`config.mk`:
```
export PLATFORM = sky130hd
export DESIGN_NAME = occ_route_sensor
export DESIGN_NICKNAME = d
export VERILOG_FILES = /design/src/rtl/occ_pkg.sv /design/src/rtl/occ_leave_delay.sv /design/src/rtl/occ_counter.sv /design/src/rtl/occ_chooser.sv /design/src/rtl/occ_route_sensor.sv
export SDC_FILE = /design/constraint.sdc
export NUM_CORES = 1
export LEC_CHECK = 0
export CORE_MARGIN = 4
export CORE_UTILIZATION = 40
export CTS_CLUSTER_DIAMETER = 40
export DETAILED_ROUTE_END_ITERATION = 10
export DONT_BUFFER_PORTS = 1
export SYNTH_ARGS = -nofsm -noshare
export SYNTH_HDL_FRONTEND = slang
export SYNTH_HIERARCHICAL = 1
export SYNTH_SLANG_ARGS = --single-unit
```
`constraint.sdc`:
```
create_clock -name clk -period 5.4 [get_ports clk]
set_input_delay 0.27 -clock clk [delete_from_list [all_inputs] [get_ports clk]]
set_output_delay 0.27 -clock clk [all_outputs]
set_load 0.01 [all_outputs]
```
`src/rtl/occ_pkg.sv`:
```
package occ_pkg;
  // Saturating update of one occupancy count: charge a packet, drop one flit.
  function automatic logic [31:0] occ_step(input logic [31:0] cur,
                                          input logic [31:0] add,
                                          input logic        dec,
                                          input logic [31:0] maxv);
    logic [32:0] s;
    s = {1'b0, cur} + {1'b0, add};
    if (dec && s != 33'd0) s = s - 33'd1;
    if (s > {1'b0, maxv}) s = {1'b0, maxv};
    return s[31:0];
  endfunction
endpackage

```
`src/rtl/occ_leave_delay.sv`:
```
module occ_leave_delay #(
  parameter int NUM_OUT = 4,
  parameter int DLY     = 2
) (
  input  logic               clk,
  input  logic               rst_n,
  input  logic [NUM_OUT-1:0] hs_valid,
  input  logic [NUM_OUT-1:0] hs_ready,
  output logic [NUM_OUT-1:0] leave
);
  logic [NUM_OUT-1:0] stage [DLY];

  // a flit leaves only when both sides of the handshake agree
  always_ff @(posedge clk) begin
    if (!rst_n) stage[0] <= '0;
    else        stage[0] <= hs_valid & hs_ready;
  end

  for (genvar s = 1; s < DLY; s++) begin : g_stage
    always_ff @(posedge clk) begin
      if (!rst_n) stage[s] <= '0;
      else        stage[s] <= stage[s-1];
    end
  end

  assign leave = stage[DLY-1];


  lone_side_chk: assert property (@(posedge clk) disable iff (!rst_n)
    ((hs_valid & hs_ready) == '0) |=> (stage[0] == '0));
endmodule

```
`src/rtl/occ_counter.sv`:
```
module occ_counter
  import occ_pkg::*;
#(
  parameter int CNT_W = 8,
  parameter int LEN_W = 4
) (
  input  logic             clk,
  input  logic             rst_n,
  input  logic             charge,
  input  logic [LEN_W-1:0] len,
  input  logic             leave,
  output logic [CNT_W-1:0] cnt
);
  localparam logic [31:0] MAXV = 32'((64'd1 << CNT_W) - 64'd1);

  logic [31:0] nxt;
  always_comb nxt = occ_step(32'(cnt), charge ? 32'(len) : 32'd0, leave, MAXV);

  always_ff @(posedge clk) begin
    if (!rst_n) cnt <= '0;
    else        cnt <= nxt[CNT_W-1:0];
  end


  no_underflow_chk: assert property (@(posedge clk) disable iff (!rst_n)
    (cnt == '0 && !charge) |=> (cnt == '0));

  sat_hold_chk: assert property (@(posedge clk) disable iff (!rst_n)
    (32'(cnt) == MAXV && !leave) |=> (32'(cnt) == MAXV));

  charge_add_chk: assert property (@(posedge clk) disable iff (!rst_n)
    (charge && !leave && (32'(cnt) + 32'(len) <= MAXV))
      |=> (32'(cnt) == 32'($past(cnt)) + 32'($past(len))));
endmodule

```
`src/rtl/occ_chooser.sv`:
```
module occ_chooser #(
  parameter int CNT_W = 8,
  parameter int HOP_W = 3
) (
  input  logic             clk,
  input  logic             rst_n,
  input  logic             req,
  input  logic [CNT_W-1:0] min_occ,
  input  logic [HOP_W-1:0] min_hops,
  input  logic [CNT_W-1:0] alt_occ,
  input  logic [HOP_W-1:0] alt_hops,
  output logic             done,
  output logic             take_alt
);
  localparam int PW = CNT_W + HOP_W;
  logic [PW-1:0] w_min, w_alt;

  always_comb begin
    w_min = PW'(min_occ) * PW'(min_hops);
    w_alt = PW'(alt_occ) * PW'(alt_hops);
  end

  always_ff @(posedge clk) begin
    if (!rst_n) begin
      done     <= 1'b0;
      take_alt <= 1'b0;
    end else begin
      done <= req;
      if (req) take_alt <= (w_alt < w_min); // tie stays minimal
    end
  end


  decision_hold_chk: assert property (@(posedge clk) disable iff (!rst_n)
    !req |=> (!done && $stable(take_alt)));

  done_follows_req_chk: assert property (@(posedge clk) disable iff (!rst_n)
    req |=> done);
endmodule

```
`src/rtl/occ_route_sensor.sv`:
```
module occ_route_sensor #(
  parameter int NUM_OUT  = 4,
  parameter int CNT_W    = 8,
  parameter int LEN_W    = 4,
  parameter int HOP_W    = 3,
  parameter int CHAN_DLY = 4,
  localparam int OUT_W     = (NUM_OUT > 1) ? $clog2(NUM_OUT) : 1,
  localparam int LEAVE_DLY = (CHAN_DLY + 1) / 2
) (
  input  logic                     clk,
  input  logic                     rst_n,
  input  logic                     route_valid,
  input  logic [OUT_W-1:0]         route_port,
  input  logic [LEN_W-1:0]         route_len,
  input  logic [NUM_OUT-1:0]       seg_valid,
  input  logic [NUM_OUT-1:0]       seg_ready,
  input  logic                     dec_valid,
  input  logic [OUT_W-1:0]         min_port,
  input  logic [HOP_W-1:0]         min_hops,
  input  logic [OUT_W-1:0]         alt_port,
  input  logic [HOP_W-1:0]         alt_hops,
  output logic [NUM_OUT*CNT_W-1:0] occ_flat,
  output logic                     dec_done,
  output logic                     dec_take_alt
);
  logic [NUM_OUT-1:0] leave_d;
  logic [CNT_W-1:0]   occ [NUM_OUT];

  // return path of the leave pulse
  occ_leave_delay #(.NUM_OUT(NUM_OUT), .DLY(LEAVE_DLY)) u_dly (
    .clk(clk), .rst_n(rst_n),
    .hs_valid(seg_valid), .hs_ready(seg_ready), .leave(leave_d)
  );

  for (genvar i = 0; i < NUM_OUT; i++) begin : g_out
    logic hit;
    assign hit = route_valid && (route_port == OUT_W'(i));
    occ_counter #(.CNT_W(CNT_W), .LEN_W(LEN_W)) u_cnt (
      .clk(clk), .rst_n(rst_n),
      .charge(hit), .len(route_len), .leave(leave_d[i]), .cnt(occ[i])
    );

    assign occ_flat[i*CNT_W +: CNT_W] = occ[i];
  end

  occ_chooser #(.CNT_W(CNT_W), .HOP_W(HOP_W)) u_choose (
    .clk(clk), .rst_n(rst_n), .req(dec_valid),
    .min_occ(occ[min_port]), .min_hops(min_hops),
    .alt_occ(occ[alt_port]), .alt_hops(alt_hops),
    .done(dec_done), .take_alt(dec_take_alt)
  );


  reset_clear_chk: assert property (@(posedge clk)
    !rst_n |=> (occ_flat == '0 && !dec_done && !dec_take_alt));
endmodule

```
* Yosys cells after proc, flatten, opt, wreduce, memory -nomap -nowiden
Memory sizes are Yosys's and may differ from the RTL's.
Index checks and enable logic that the tools add are counted.
** Cells by class
- $lt $le $gt $ge :: 7
- $add $sub $neg :: 8
- Equal/unequal tests :: 3
- $mul :: 2
- Reduce and logical (&&, ||, !) cells :: 13
- Bitwise operators :: 5
- Multiplexer cells :: 22
** Operators with widths (number)
- adder 8 x 32 -> 33 bit :: 4
- > comparator 33 x 8 -> 1 bit (second input constant) :: 4
- 2-to-1 mux 33 bit :: 4
- nonzero test 33 bit :: 4
- subtractor 33 x 1 -> 33 bit (second input constant) :: 4
- 2-to-1 mux 8 bit :: 8
- binary-select mux 8 bit (select 2 bit) :: 2
- 2-to-1 mux 4 bit :: 6
- multiplier 8 x 3 -> 11 bit :: 2
- < comparator 11 bit :: 1
- logical AND 1 bit :: 8
- greater-or-equal comparator 3 bit (second input constant) :: 2
- NOT 2 -> 3 bit :: 2
- bitwise AND 4 bit :: 1
- == test 2 bit (second input constant) :: 2
- == test 2 x 1 -> 1 bit (second input constant) :: 1
- zero test 2 bit :: 1
- 2-to-1 mux 1 bit :: 2
- OR 1 bit :: 2
** Storage, ports and cells
- Memories :: 1
- Input bits :: 28
- Register bits :: 34
- RAM bits :: 8
- Output and inout bits :: 34
- Word-level logic and storage cells :: 67
** Memories
- u_dly.stage :: words 2, width 4, rd ports 2, clocked after memory_dff 0, write ports 2, RTL line occ_leave_delay.sv:11 : logic [NUM_OUT-1:0] stage [DLY];

* Logic depth before layout (Yosys ltp)
Gate-level depths: netlist of the first run.
- Word-level depth :: 9
- Gate-level depth with buffers :: 17
- Mapped depth without buffers :: 16

* Modules after synthesis
Netlist of the first run, hierarchy kept.
** Modules (own cells, without submodules)
- occ_counter :: instances 4, area an instance 1058.5 um2, sequential area each 160.2 um2, cells each 112
- occ_chooser :: instances 1, area an instance 1471.4 um2, sequential area each 40.0 um2, cells each 194
- occ_route_sensor :: instances 1, area an instance 424.2 um2, sequential area each 0.0 um2, cells each 24
- occ_leave_delay :: instances 1, area an instance 215.2 um2, sequential area each 160.2 um2, cells each 16

* Worst setup path after synthesis of the first run
No wires, ideal clock.
- Path type :: in2reg
- Start point :: input port alt_port[0]
- End point :: register u_choose.take_alt
- Data required time :: 5.275 ns
- Slack :: 1.598 ns
- Stages :: 15
- Path buffers :: 1
- Data arrival time :: 3.677 ns
- Setup time :: 0.125 ns
- Cell sequence :: buf_6 mux4_2 and2_1 fa_1 ha_1 fa_1 a21o_1 a21oi_1 o21ai_0 nor4_1 nor3_1 ha_1 o21ai_0 a2111oi_2 nor3_1
** Between the ends
- Word-level cells in the longest chain between the ends :: 6
** Ends and longest elaborated chain
- from (decl) :: RTL line occ_route_sensor.sv:20 : input logic [OUT_W-1:0] alt_port,
- NOT 2 -> 3 bit (implied by the code) :: RTL line occ_route_sensor.sv:49 : .alt_occ(occ[alt_port]), .alt_hops(alt_hops),
- binary-select mux 8 bit (select 2 bit) :: RTL line occ_route_sensor.sv:49
- 2-to-1 mux 8 bit (implied by the code) (2 in a row) :: RTL line occ_route_sensor.sv:49
- multiplier 8 x 3 -> 11 bit :: RTL line occ_chooser.sv:20 : w_alt = PW'(alt_occ) * PW'(alt_hops);
- < comparator 11 bit :: RTL line occ_chooser.sv:29 : if (req) take_alt <= (w_alt < w_min);
- to (signal assigned) :: RTL line occ_chooser.sv:29
- to (decl) :: RTL line occ_chooser.sv:13 : output logic take_alt
No other way between the ends. The select of a mux whose other input is x is not followed.
A chain may end at the register's enable or synchronous reset.

* Worst setup path after layout of the first run
- Start point :: register g_out[3].u_cnt.cnt[2]
- End point :: register u_choose.take_alt
** Between the ends
- Word-level cells in the longest chain between the ends :: 5
- Elaborated cells on any way between the ends :: 9
- Those cells by class :: 2 x mul; 1 x order compare; 6 x mux
** Ends and longest elaborated chain
- from (decl) :: RTL line occ_counter.sv:12 : output logic [CNT_W-1:0] cnt
- from (signal assigned) :: RTL line occ_counter.sv:21 : else cnt <= nxt[CNT_W-1:0];
- binary-select mux 8 bit (select 2 bit) (on tied branches) :: RTL line occ_route_sensor.sv:49, occ_route_sensor.sv:48
- 2-to-1 mux 8 bit (on tied branches) (2 in a row) :: RTL line occ_route_sensor.sv:49, occ_route_sensor.sv:48
- multiplier 8 x 3 -> 11 bit (on tied branches) :: RTL line occ_chooser.sv:20, occ_chooser.sv:19
- < comparator 11 bit * :: RTL line occ_chooser.sv:29
Mark *: on every way between the ends. The rest lies on a longest branch, timed or not. The select of a mux whose other input is x is not followed.

==> metrics.md, run 1 <==
| Metric | Value |
|---|---|
| Total core area | 15400 um2 |
| Pwr Total | 1.31 mW |
| First-pass GRT wire length | 26.3 mm |
| Worst Tran Pin Value | 0.640 ns |
| DRT Wirelength | 16.0 mm |
| RSZ-0062 raised after global routing | false |
| Layout Area Growth over Synthesis | 4.77% |
| # port buffers | 0 |
| Synthesized instance count | 682 |
| Area share of fa/ha/maj cells after synthesis | 16.3% |
| CTS Sinks | 42 |
| Largest net degree at the start of global routing | 47 |
| Main combinational cell family by area after synthesis | compound AO/OA/AOI/OAI gates |
| Clk pwr share | 24.2% |
| Final Hold Viols | 0 |
| Design area | 6650 um2 |
| WL/cell | 18.1 um |
| Gp weighted congestion | 0.871 |
| Sw Share | 40.7% |
| Row Count | 45 |
| Final setup vio count | 0 |
| Simple-Gate Fraction of Synth Area | 21.0% |
| Int Power | 0.776 mW |
| Crit Path Max Fanout | 4 |
| Setup TNS | 0 ns |
| Vias per Instance | 5.71 |
| Max Cap Viol | 0 |
| Ys Warns | 6 |
| Initial Util | 41.3% |
| Largest area contributor in the netlist | dfxtp_1 |
| Total track usage | 18.0% |
| Register area share after synthesis | 13.3% |
| CTS H-tree lvls | 2 |
| Worst-path clk slew | 0.07 ns |
| TritonCTS clock tree | done |
| Clock skew | 0.00497 ns |
| Layout fillers | 1513 |
| Initial DRT Pass Iterations | 4 |
| Chip Height | 134 um |
| Gate power share | 44.7% |
| Synthesized Nets | 782 |
| Fin nets | 774 |
| Reg2reg start | g_out[3].u_cnt/cnt[2]$_SDFF_PN0_ |
| Worst Hold Class | in2reg |
| Post-synth EDFFs | 0 |
| Initial antenna violation count | 0 |
| Compound-Gate Fraction of Synth Area | 27.4% |
| Clk_lat worst skew | 0.30 ns |
| Initial DRC Count | 198 |
| CTS hold repair buffers | 0 |
| Mean Syn Cell Area | 9.30 um2 |
| Critical Path RT | 5.62 ns |
| Crit Path Category | reg2reg |
| Post-synthesis mux area share | 6.94% |
| Max-slew violations | 0 |
| Vias post-DR | 5058 |
| Synthesized area | 6340 um2 |
| Power share of the sequential group | 31.1% |
| CP startpoint | g_out[3].u_cnt/cnt[2]$_SDFF_PN0_ |
| Root buf cell | clkbuf_16 |
| Psw | 0.532 mW |
| Status | finished clean |
| Top cell type's share of synthesized area | 13.3% |
| Share of layout cells above drive strength 1 | 19.6% |
| Most common cell in the netlist | inv_1 |
| CTS Buf Count | 5 |
| Post-DP HPWL | 13.1 mm |
| Die width | 134 um |
| Main area contributors after synthesis | dfxtp_1 (13%), ha_1 (11%), fa_1 (5.7%), mux4_2 (5.7%), xnor2_1 (4.1%) |
| Fin util | 43.2% |
| Clock Tree Buf Depth | 2 |
| DRC violations left | 0 |
| Placed cells | 878 |
| # Post-CTS Setup Buffers | 0 |
| Startpoint types | register |
| Hold path startpoint | rst_n |
| Non-Filler Instances | 886 |
| Most used DFF post-synth | dfxtp_1 |
| Die footprint | 17900 um2 |
| Cts repair resizes | 0 |
| Vias in the first global route | 5129 |
| Antenna diodes | 0 |
| Register bit count reported by yosys | 42 |
| Crit path capture type | register |
| WP data arrival | 4.32 ns |
| XOR/XNOR share of the synthesized area | 9.80% |
| Top Ports | 62 |
| Worst rel slew slack | 57.3% |
| Post-synth top cells | inv_1 (60), nand2_1 (57), ha_1 (54) |
| Final ANT Viol Nets | 0 |
| Leakage power | 2.63 nW |
| Period minus WS final | 4.10 ns |
| Cell variety after synth | 68 |
| Placed instance area | 6500 um2 |
| Gr ovfl total | 0 |
| FMAX | 0.244 GHz |
| Final period utilization | 75.9% |
| VDD IR max | 156 uV |
| Async set-or-reset flop fraction in the synthesized netlist | 0% |
| PwrDens | 197 nW/um2 |
cells in the final DEF, fill, tap and decap left out, drive strengths merged, types with 14 or more instances in the layout:
cell   synthesis  routed
fa            18      18
mux4          16      16
xor2          21      21
nor2          24      24
inv           60      61
xnor2         38      38
o21ai         22      22
nand3         21      21
ha            54      54
o21a          24      24
a21oi         33      33
and2          42      42
or2           14      14
nor3          24      24
nand2         57      57
dfxtp         42      42
stage by stage:
step	hold slack [ns]	setup WS [ns]
2_1_floorplan	0.392	1.60
3_3_place_gp	0.394	1.45
3_5_place_dp	0.395	1.38
4_1_cts	0.0759	1.33
5_1_grt	0.0845	1.09
6_report	0.0824	1.30
metal layers:
layer  GRT usage, %  share of wire [%]  wire length [um]
met1           22.7                 46              7320
met2           30.0                 46              7380
met3           5.78                7.1              1140
met4           4.11                1.1               176
met5              0                  0                 0
worst paths after layout:
| path | cells past startpoint | slack (ns) | endpoint |
|---|---|---|---|
| setup / recovery | 15 | 1.30 | u_choose/take_alt$_SDFFE_PN0P_ |
| hold / removal | 1 | 0.08 | g_out[3].u_cnt/cnt[5]$_SDFF_PN0_ |
| setup reg to reg | 15 | 1.30 | u_choose/take_alt$_SDFFE_PN0P_ |
| hold reg to reg | 1 | 0.44 | u_dly/stage[1][1]$_SDFF_PN0_ |
kinds of logic (layout without fill, tap and decap cells):
group                    Yosys count  count (layout)
AND/OR/NAND/NOR                  224             224
AO/OA/AOI/OAI                    185             185
buffers and inverters             76              69
adder cells (fa/ha/maj)           72              72
XOR/XNOR                          59              59
flip-flops                        42              42
multiplexers                      24              24
critical path, stage by stage, from the launching register on:
cell and delay (ns):
dfxtp_1 0.40, mux4_2 0.54, and2_2 0.22, fa_1 0.43, ha_1 0.24, fa_1 0.41
a21o_1 0.20, a21oi_1 0.21, o21ai_0 0.16, nor2_1 0.14, xnor2_1 0.14, ha_1 0.27
a21o_1 0.17, a21oi_1 0.15, o211ai_1 0.11, nor3_1 0.20
power by group through the flow:
stage | combinational, mW | clock, mW | sequential (mW)
2_1_floorplan | 0.504 | 0 | 0.384
3_3_place_gp | 0.569 | 0 | 0.414
3_5_place_dp | 0.580 | 0 | 0.415
4_1_cts | 0.583 | 0.329 | 0.408
5_1_grt | 0.649 | 0.338 | 0.413
6_report | 0.585 | 0.316 | 0.407
registers in the layout, summed over array words and instances (netlist names):
name,count
u_choose/take_alt,1
g_out.u_cnt/cnt,32
u_choose/done,1
u_dly/stage,8
layout make-up:
type	count	area [um2]	area share (%)
clock buffer	5	125	1.88
multi-input combinational	564	5170	77.7
clock inverter	3	18.8	0.282
inverter	60	225	3.39
tap	211	264	3.97
timing repair buffer	1	7.51	0.113
sequential	42	841	12.6
Power figures use the tool's default switching activity.
==> run 2, diff against run 1 <==
==> constraint.sdc (replaced) <==
create_clock -name clk -period 3.9 [get_ports clk]
set_input_delay 0.195 -clock clk [delete_from_list [all_inputs] [get_ports clk]]
set_output_delay 0.195 -clock clk [all_outputs]
set_load 0.01 [all_outputs]
==> run 2 against run 1 <==
  * Global-route usage rose by 0.63 points
  * Critical endpoint unchanged
  * First-iteration DRC count increased by 13%
  * Sequential power is 25% higher
  * Clock skew rose by 0.0035 ns
  * Cell count up 3.3%
  * Flip-flop and latch count did not move
  * Sequential share of layout area decreased by 0.46 points
  * Utilization increased by 1.6 points
  * Clock power increased by 39%
  * Non-clock buffer count rose by 29
  * Critical path depth is the same
  * Via count is 3.2% higher
==> metrics.md, run 2 (synthesis results as in run 1) <==
| Metric | Value |
|---|---|
| Top Ports | 62 (unchanged) |
| WP data arrival | 3.96 ns (was 4.32 ns) |
| Worst hold slack | 0.0181 ns (was 0.0824 ns) |
| # port buffers | 0 (unchanged) |
| Initial DRC Count | 224 (was 198) |
| Total track usage | 18.6% (was 18.0%) |
| Clock skew | 0.00844 ns (was 0.00497 ns) |
| R2R cell count | 15 (unchanged) |
| Largest regs | g_out.u_cnt/cnt: 32 flops, u_dly/stage: 8 flops (unchanged) |
| Hold Path Depth | 1 (unchanged) |
| CTS hold repair buffers | 0 (unchanged) |
| DRC violations left | 0 (unchanged) |
| Most frequent cells in the layout | inv_1 (60), nand2_1 (57), ha_1 (52), dfxtp_1 (42) (was inv_1 (60), nand2_1 (57), ha_1 (54), dfxtp_1 (42), xnor2_1 (30)) |
| Psw | 0.750 mW (was 0.532 mW) |
| Final ANT Viol Nets | 0 (unchanged) |
| Vias in the first global route | 5124 (was 5129) |
| Pwr Total | 1.86 mW (was 1.31 mW) |
| Critical Path RT | 4.12 ns (was 5.62 ns) |
| Largest register by flop count | g_out.u_cnt/cnt (unchanged) |
| First-pass GRT wire length | 26.9 mm (was 26.3 mm) |
| Final Hold Viols | 0 (unchanged) |
| Design area | 6900 um2 (was 6650 um2) |
| Worst-path clk slew | 0.07 ns (about the same) |
| Leakage power | 2.78 nW (was 2.63 nW) |
| Final setup vio count | 0 (unchanged) |
| CTS H-tree lvls | 2 (unchanged) |
| Clock Tree Buf Depth | 2 (unchanged) |
| Initial Util | 41.3% (unchanged) |
| Gp weighted congestion | 0.913 (was 0.871) |
| Worst Hold Class | in2reg (unchanged) |
| Fin nets | 803 (was 774) |
| Final period utilization | 95.7% (was 75.9%) |
| CTS Sinks | 42 (unchanged) |
| Post-DP HPWL | 13.8 mm (was 13.1 mm) |
| Worst rel slew slack | 60.8% (was 57.3%) |
| Fin util | 44.9% (was 43.2%) |
| Placed instance area | 6720 um2 (was 6500 um2) |
| Largest net degree at the start of global routing | 47 (unchanged) |
| Leading cell type in the layout, fill and taps excluded | inv_1 (unchanged) |
| Max Cap Viol | 0 (unchanged) |
| Layout fillers | 1481 (was 1513) |
| # Post-CTS Setup Buffers | 0 (unchanged) |
| FMAX | 0.268 GHz (was 0.244 GHz) |
| PwrDens | 269 nW/um2 (was 197 nW/um2) |
| Crit Path Category | reg2reg (unchanged) |
| Row Count | 45 (unchanged) |
| Total core area | 15400 um2 (unchanged) |
| TritonCTS clock tree | done (unchanged) |
| Sw Share | 40.4% (was 40.7%) |
| Root buf cell | clkbuf_16 (unchanged) |
| Period minus WS final | 3.73 ns (was 4.10 ns) |
| Flip-flop count of the largest register after layout | 32 (unchanged) |
| Vias per Instance | 5.70 (was 5.71) |
| Max-slew violations | 0 (unchanged) |
| Share of layout cells above drive strength 1 | 24.3% (was 19.6%) |
| Gr ovfl total | 0 (unchanged) |
| Initial antenna violation count | 0 (unchanged) |
| Clk_lat worst skew | 0.30 ns (about the same) |
| VDD IR max | 211 uV (was 156 uV) |
| Die footprint | 17900 um2 (unchanged) |
| Crit Path Max Fanout | 3 (was 4) |
| Startpoint types | register (unchanged) |
| Status | finished clean (unchanged) |
| Clk pwr share | 23.7% (was 24.2%) |
| CTS Buf Count | 5 (unchanged) |
| WL/cell | 18.1 um (about the same) |
| Antenna diodes | 0 (unchanged) |
| Int Power | 1.11 mW (was 0.776 mW) |
| Die width | 134 um (unchanged) |
| Chip Height | 134 um (unchanged) |
| Initial DRT Pass Iterations | 4 (unchanged) |
| Crit path capture type | register (unchanged) |
| Layout Area Growth over Synthesis | 8.76% (was 4.77%) |
| Worst Tran Pin Value | 0.582 ns (was 0.640 ns) |
| Gate power share | 48.9% (was 44.7%) |
| Power share of the sequential group | 27.5% (was 31.1%) |
| Vias post-DR | 5218 (was 5058) |
| DRT Wirelength | 16.6 mm (was 16.0 mm) |
run 2: cell count changes in the layout (fill, tap and decap cells not counted), sizes merged:
cell | before | now
clkinvlp | 0 | 1
buf | 1 | 30
inv | 61 | 60
run 2: layer usage:
| layer | GRT usage [%] | wire length [um] |
|---|---|---|
| met3 | 3.71 | 898 |
| met1 | 23.8 | 7410 |
| met2 | 31.6 | 7900 |
| met5 | 0 | 0 |
| met4 | 5.94 | 391 |
run 2: worst paths after layout:
path                                                       start                          endpoint  slack, ns
worst max-delay path            g_out[3].u_cnt/cnt[0]$_SDFF_PN0_    u_choose/take_alt$_SDFFE_PN0P_       0.17
worst max register to register  g_out[3].u_cnt/cnt[0]$_SDFF_PN0_    u_choose/take_alt$_SDFFE_PN0P_       0.17
worst min-delay path                                       rst_n  g_out[3].u_cnt/cnt[5]$_SDFF_PN0_       0.02
worst min register to register      u_dly/stage[0][0]$_SDFF_PN0_      u_dly/stage[1][0]$_SDFF_PN0_       0.45
run 2: through the flow:
stage	setup TNS (ns)	setup slack (ns)	std cells
floorplan	0	0.173	682
detailed placement	0	0.00288	907
global placement	0	0.0903	907
global route	-0.0122	-0.0122	915
CTS	0	0.0321	915
finish	0	0.166	915
run 2: final cells by class:
| class | count | area (um2) | share of cell area (%) |
|---|---|---|---|
| flip-flops and latches | 42 | 841 | 12.2 |
| well taps | 211 | 264 | 3.83 |
| multi-input cells | 564 | 5200 | 75.3 |
| clock inverters | 3 | 21.3 | 0.308 |
| repair buffers | 30 | 225 | 3.26 |
| clock buffers | 5 | 125 | 1.81 |
| inverters | 60 | 225 | 3.26 |
run 2: what timing repair did:
action                     4_1_cts  5_1_grt
hold endpoints to repair         0        0
pin swaps                        1        4
resized for setup                4        9
setup endpoints to repair        1        1
run 2: critical path: stages, from the launching register on:
cell	delay, ns
dfxtp_1	0.33
mux4_2	0.50
and2_1	0.20
fa_1	0.49
ha_2	0.21
fa_2	0.35
a21o_1	0.20
a21oi_2	0.17
o21ai_2	0.09
nor2_1	0.11
xnor2_1	0.13
ha_1	0.26
a21o_1	0.17
a21oi_1	0.14
o211ai_1	0.11
nor3_1	0.18
run 2: power by group through the flow:
stage / registers (mW) / logic (mW) / clock network [mW]
5_1_grt: 0.516 / 1.00 / 0.468
6_report: 0.510 / 0.909 / 0.440
4_1_cts: 0.510 / 0.904 / 0.453
2_1_floorplan: 0.531 / 0.698 / 0
3_3_place_gp: 0.517 / 0.885 / 0
3_5_place_dp: 0.520 / 0.897 / 0
==> run 3, diff against run 2 <==
--- a/config.mk
+++ b/config.mk
@@ -6,10 +6,11 @@
 export NUM_CORES = 1
 export LEC_CHECK = 0
 export CORE_MARGIN = 4
-export CORE_UTILIZATION = 40
+export CORE_UTILIZATION = 55
 export CTS_CLUSTER_DIAMETER = 40
 export DETAILED_ROUTE_END_ITERATION = 10
 export DONT_BUFFER_PORTS = 1
+export PLACE_DENSITY = 0.7
 export SYNTH_ARGS = -nofsm -noshare
 export SYNTH_HDL_FRONTEND = slang
 export SYNTH_HIERARCHICAL = 1
==> constraint.sdc (replaced) <==
create_clock -name clk -period 4.65 [get_ports clk]
set_input_delay 0.93 -clock clk [delete_from_list [all_inputs] [get_ports clk]]
set_output_delay 0.93 -clock clk [all_outputs]
set_load 0.01 [all_outputs]
==> run 3 against run 2 <==
  * Utilization is 14 points higher
  * Register-to-register slack gained 0.37 ns
  * Count of clock-buffer cells in the layout unchanged
  * Hold slack gained 0.42 ns
  * Routed wire length down 5.6%
  * Clock power shrank 17%
  * Via count fell by 1.1%
  * Critical path depth unchanged
  * Sequential share of layout area is 0.60 points higher
  * Critical path type is now in2reg
  * Critical endpoint unchanged
==> metrics.md, run 3 (synthesis results as in run 1) <==
| Metric | Value |
|---|---|
| Status | finished clean (unchanged) |
| Gp weighted congestion | 0.951 (was 0.913) |
| Clock skew | 0.00670 ns (was 0.00844 ns) |
| Final ANT Viol Nets | 0 (unchanged) |
| Top Ports | 62 (unchanged) |
| # Post-CTS Setup Buffers | 0 (unchanged) |
| Layout Area Growth over Synthesis | 3.69% (was 8.76%) |
| VDD IR max | 169 uV (was 211 uV) |
| Gr ovfl total | 0 (unchanged) |
| Leading cell type in the layout, fill and taps excluded | inv_1 (unchanged) |
| Die footprint | 13300 um2 (was 17900 um2) |
| Leakage power | 2.63 nW (was 2.78 nW) |
| Final Hold Viols | 0 (unchanged) |
| Total track usage | 24.5% (was 18.6%) |
| Setup crit end | u_choose/take_alt$_SDFFE_PN0P_ (unchanged) |
| Placed cells | 809 (was 907) |
| Max Cap Viol | 0 (unchanged) |
| Worst rel slew slack | 61.6% (was 60.8%) |
| Share of layout cells above drive strength 1 | 19.8% (was 24.3%) |
| Initial DRT Pass Iterations | 5 (was 4) |
| Total core area | 11100 um2 (was 15400 um2) |
| DRT Wirelength | 15.7 mm (was 16.6 mm) |
| Pwr Total | 1.52 mW (was 1.86 mW) |
| Crit path capture type | register (unchanged) |
| WP data arrival | 4.48 ns (was 3.96 ns) |
| Worst Hold Class | reg2reg (was in2reg) |
| DRC violations left | 0 (unchanged) |
| Clock Tree Buf Depth | 2 (unchanged) |
| Fin nets | 776 (was 803) |
| Max-slew violations | 0 (unchanged) |
| Crit Path Category | in2reg (was reg2reg) |
| Worst-path clk slew | 0.07 ns (about the same) |
| Cts repair resizes | 0 (was 4) |
| R2R cell count | 15 (unchanged) |
| CTS H-tree lvls | 2 (unchanged) |
| FMAX | 0.232 GHz |
| Initial DRC Count | 349 (was 224) |
| Layout fillers | 975 (was 1481) |
| Reg2reg end | u_choose/take_alt$_SDFFE_PN0P_ (unchanged) |
| Setup TNS | 0 ns (unchanged) |
| Worst hold slack | 0.442 ns (was 0.0181 ns) |
| Initial antenna violation count | 0 (unchanged) |
| Critical Path RT | 4.83 ns (was 4.12 ns) |
| Crit Path Max Fanout | 8 (was 3) |
| Post-Route M1 WL | 6.87 mm (was 7.41 mm) |
| Flop2flop setup slack | 0.54 ns (was 0.17 ns) |
| Flip-flop count of the largest register after layout | 32 (unchanged) |
| Startpoint types | primary input (was register) |
| Metal2 WL | 7.27 mm (was 7.90 mm) |
| Chip Height | 115 um (was 134 um) |
| Non-Filler Instances | 817 (was 915) |
| Largest net degree at the start of global routing | 47 (unchanged) |
| Initial Util | 57.3% (was 41.3%) |
| Reg2reg start | g_out[3].u_cnt/cnt[0]$_SDFF_PN0_ (unchanged) |
| Final setup vio count | 0 (unchanged) |
| Vias post-DR | 5158 (was 5218) |
| Die width | 115 um (was 134 um) |
| Vias in the first global route | 5214 (was 5124) |
| # port buffers | 0 (unchanged) |
| Largest regs | g_out.u_cnt/cnt: 32 flops, u_dly/stage: 8 flops (unchanged) |
| Largest register by flop count | g_out.u_cnt/cnt (unchanged) |
| PwrDens | 231 nW/um2 (was 269 nW/um2) |
| Worst Tran Pin Value | 0.570 ns (was 0.582 ns) |
| Most frequent cells in the layout | inv_1 (60), nand2_1 (57), ha_1 (54), dfxtp_1 (42), xnor2_1 (30) (was inv_1 (60), nand2_1 (57), ha_1 (52), dfxtp_1 (42)) |
| First-pass GRT wire length | 26.4 mm (was 26.9 mm) |
| CTS hold repair buffers | 0 (unchanged) |
| WL/cell | 19.2 um (was 18.1 um) |
| Clk_lat worst skew | 0.29 ns (was 0.30 ns) |
| CP startpoint | min_port[0] (was g_out[3].u_cnt/cnt[0]$_SDFF_PN0_) |
| RSZ-0062 raised after global routing | false |
| Vias per Instance | 6.31 (was 5.70) |
| Period minus WS final | 4.31 ns |
| CTS Sinks | 42 (unchanged) |
| Uppermost layer routed | met4 (unchanged) |
| Post-DP HPWL | 12.6 mm (was 13.8 mm) |
| TritonCTS clock tree | done (unchanged) |
| CTS Buf Count | 5 (unchanged) |
| Final period utilization | 92.6% |
| Row Count | 38 (was 45) |
| Met3 WL | 1.22 mm (was 898 um) |
| Antenna diodes | 0 (unchanged) |
| Root buf cell | clkbuf_16 (unchanged) |
run 3: cell types whose count changed in the layout (fill, tap and decap cells not counted), moves of 2 or more:
cell     before  now
ha_1         52   54
o21ai_0      13   16
fa_1         16   18
ha_2          2    0
buf_4        30    3
o21ai_2       7    5
fa_2          2    0
run 3: how the worst min path moves through the flow:
stage | slack [ns] | from | cells after the start | end
after global routing | 0.46 | u_dly/stage[0][0]$_SDFF_PN0_ | 1 | u_dly/stage[1][0]$_SDFF_PN0_
final | 0.44 | u_dly/stage[0][1]$_SDFF_PN0_ | 1 | u_dly/stage[1][1]$_SDFF_PN0_
after CTS | 0.45 | u_dly/stage[0][1]$_SDFF_PN0_ | 1 | u_dly/stage[1][1]$_SDFF_PN0_
after global placement | 0.43 | u_dly/stage[0][1]$_SDFF_PN0_ | 1 | u_dly/stage[1][1]$_SDFF_PN0_
after floorplan | 0.42 | u_dly/stage[0][1]$_SDFF_PN0_ | 1 | u_dly/stage[1][1]$_SDFF_PN0_
after detailed placement | 0.43 | u_dly/stage[0][1]$_SDFF_PN0_ | 1 | u_dly/stage[1][1]$_SDFF_PN0_
run 3: layer usage:
metal | up-vias | GRT usage, %
met5 | - | 0
met4 | 0 | 5.95
met3 | 30 | 6.58
met2 | 154 | 40.4
met1 | 2502 | 32.1
li1 | 2472 | -
run 3: cell type report:
type	count	area (um2)	area share [%]
flip-flops and latches	42	841	12.8
well taps	140	175	2.66
multi-input cells	564	5170	78.5
repair buffers	3	22.5	0.342
clock inverters	3	23.8	0.361
clock buffers	5	125	1.90
inverters	60	225	3.42
run 3: metrics by stage:
| stage | utilization, % | instance area, um2 | setup slack, ns |
|---|---|---|---|
| after floorplan | - | 6340 | 0.188 |
| after global placement | 58.0 | 6430 | 0.193 |
| after detailed placement | 58.0 | 6430 | 0.0937 |
| after CTS | 59.4 | 6580 | 0.381 |
| after global routing | 59.4 | 6580 | 0.0121 |
| final | 59.4 | 6580 | 0.345 |
run 3: power by group:
| group | total [mW] | internal [mW] | switching (mW) | leakage (nW) |
|---|---|---|---|---|
| sequential | 0.470 | 0.391 | 0.0783 | 0.342 |
| combinational | 0.684 | 0.313 | 0.371 | 2.22 |
| clock | 0.366 | 0.201 | 0.165 | 0.0664 |
run 3: worst max-delay path, stage by stage:
cell and delay [ns]:
mux4_2 0.49, and2_1 0.19, fa_1 0.55, ha_1 0.16, inv_1 0.05, fa_1 0.39
nor2b_1 0.16, o21ai_2 0.08, a21boi_2 0.17, o21ai_0 0.14, a211o_1 0.29, ha_1 0.28
o21ai_0 0.17, a2111oi_2 0.34, nor3_1 0.08
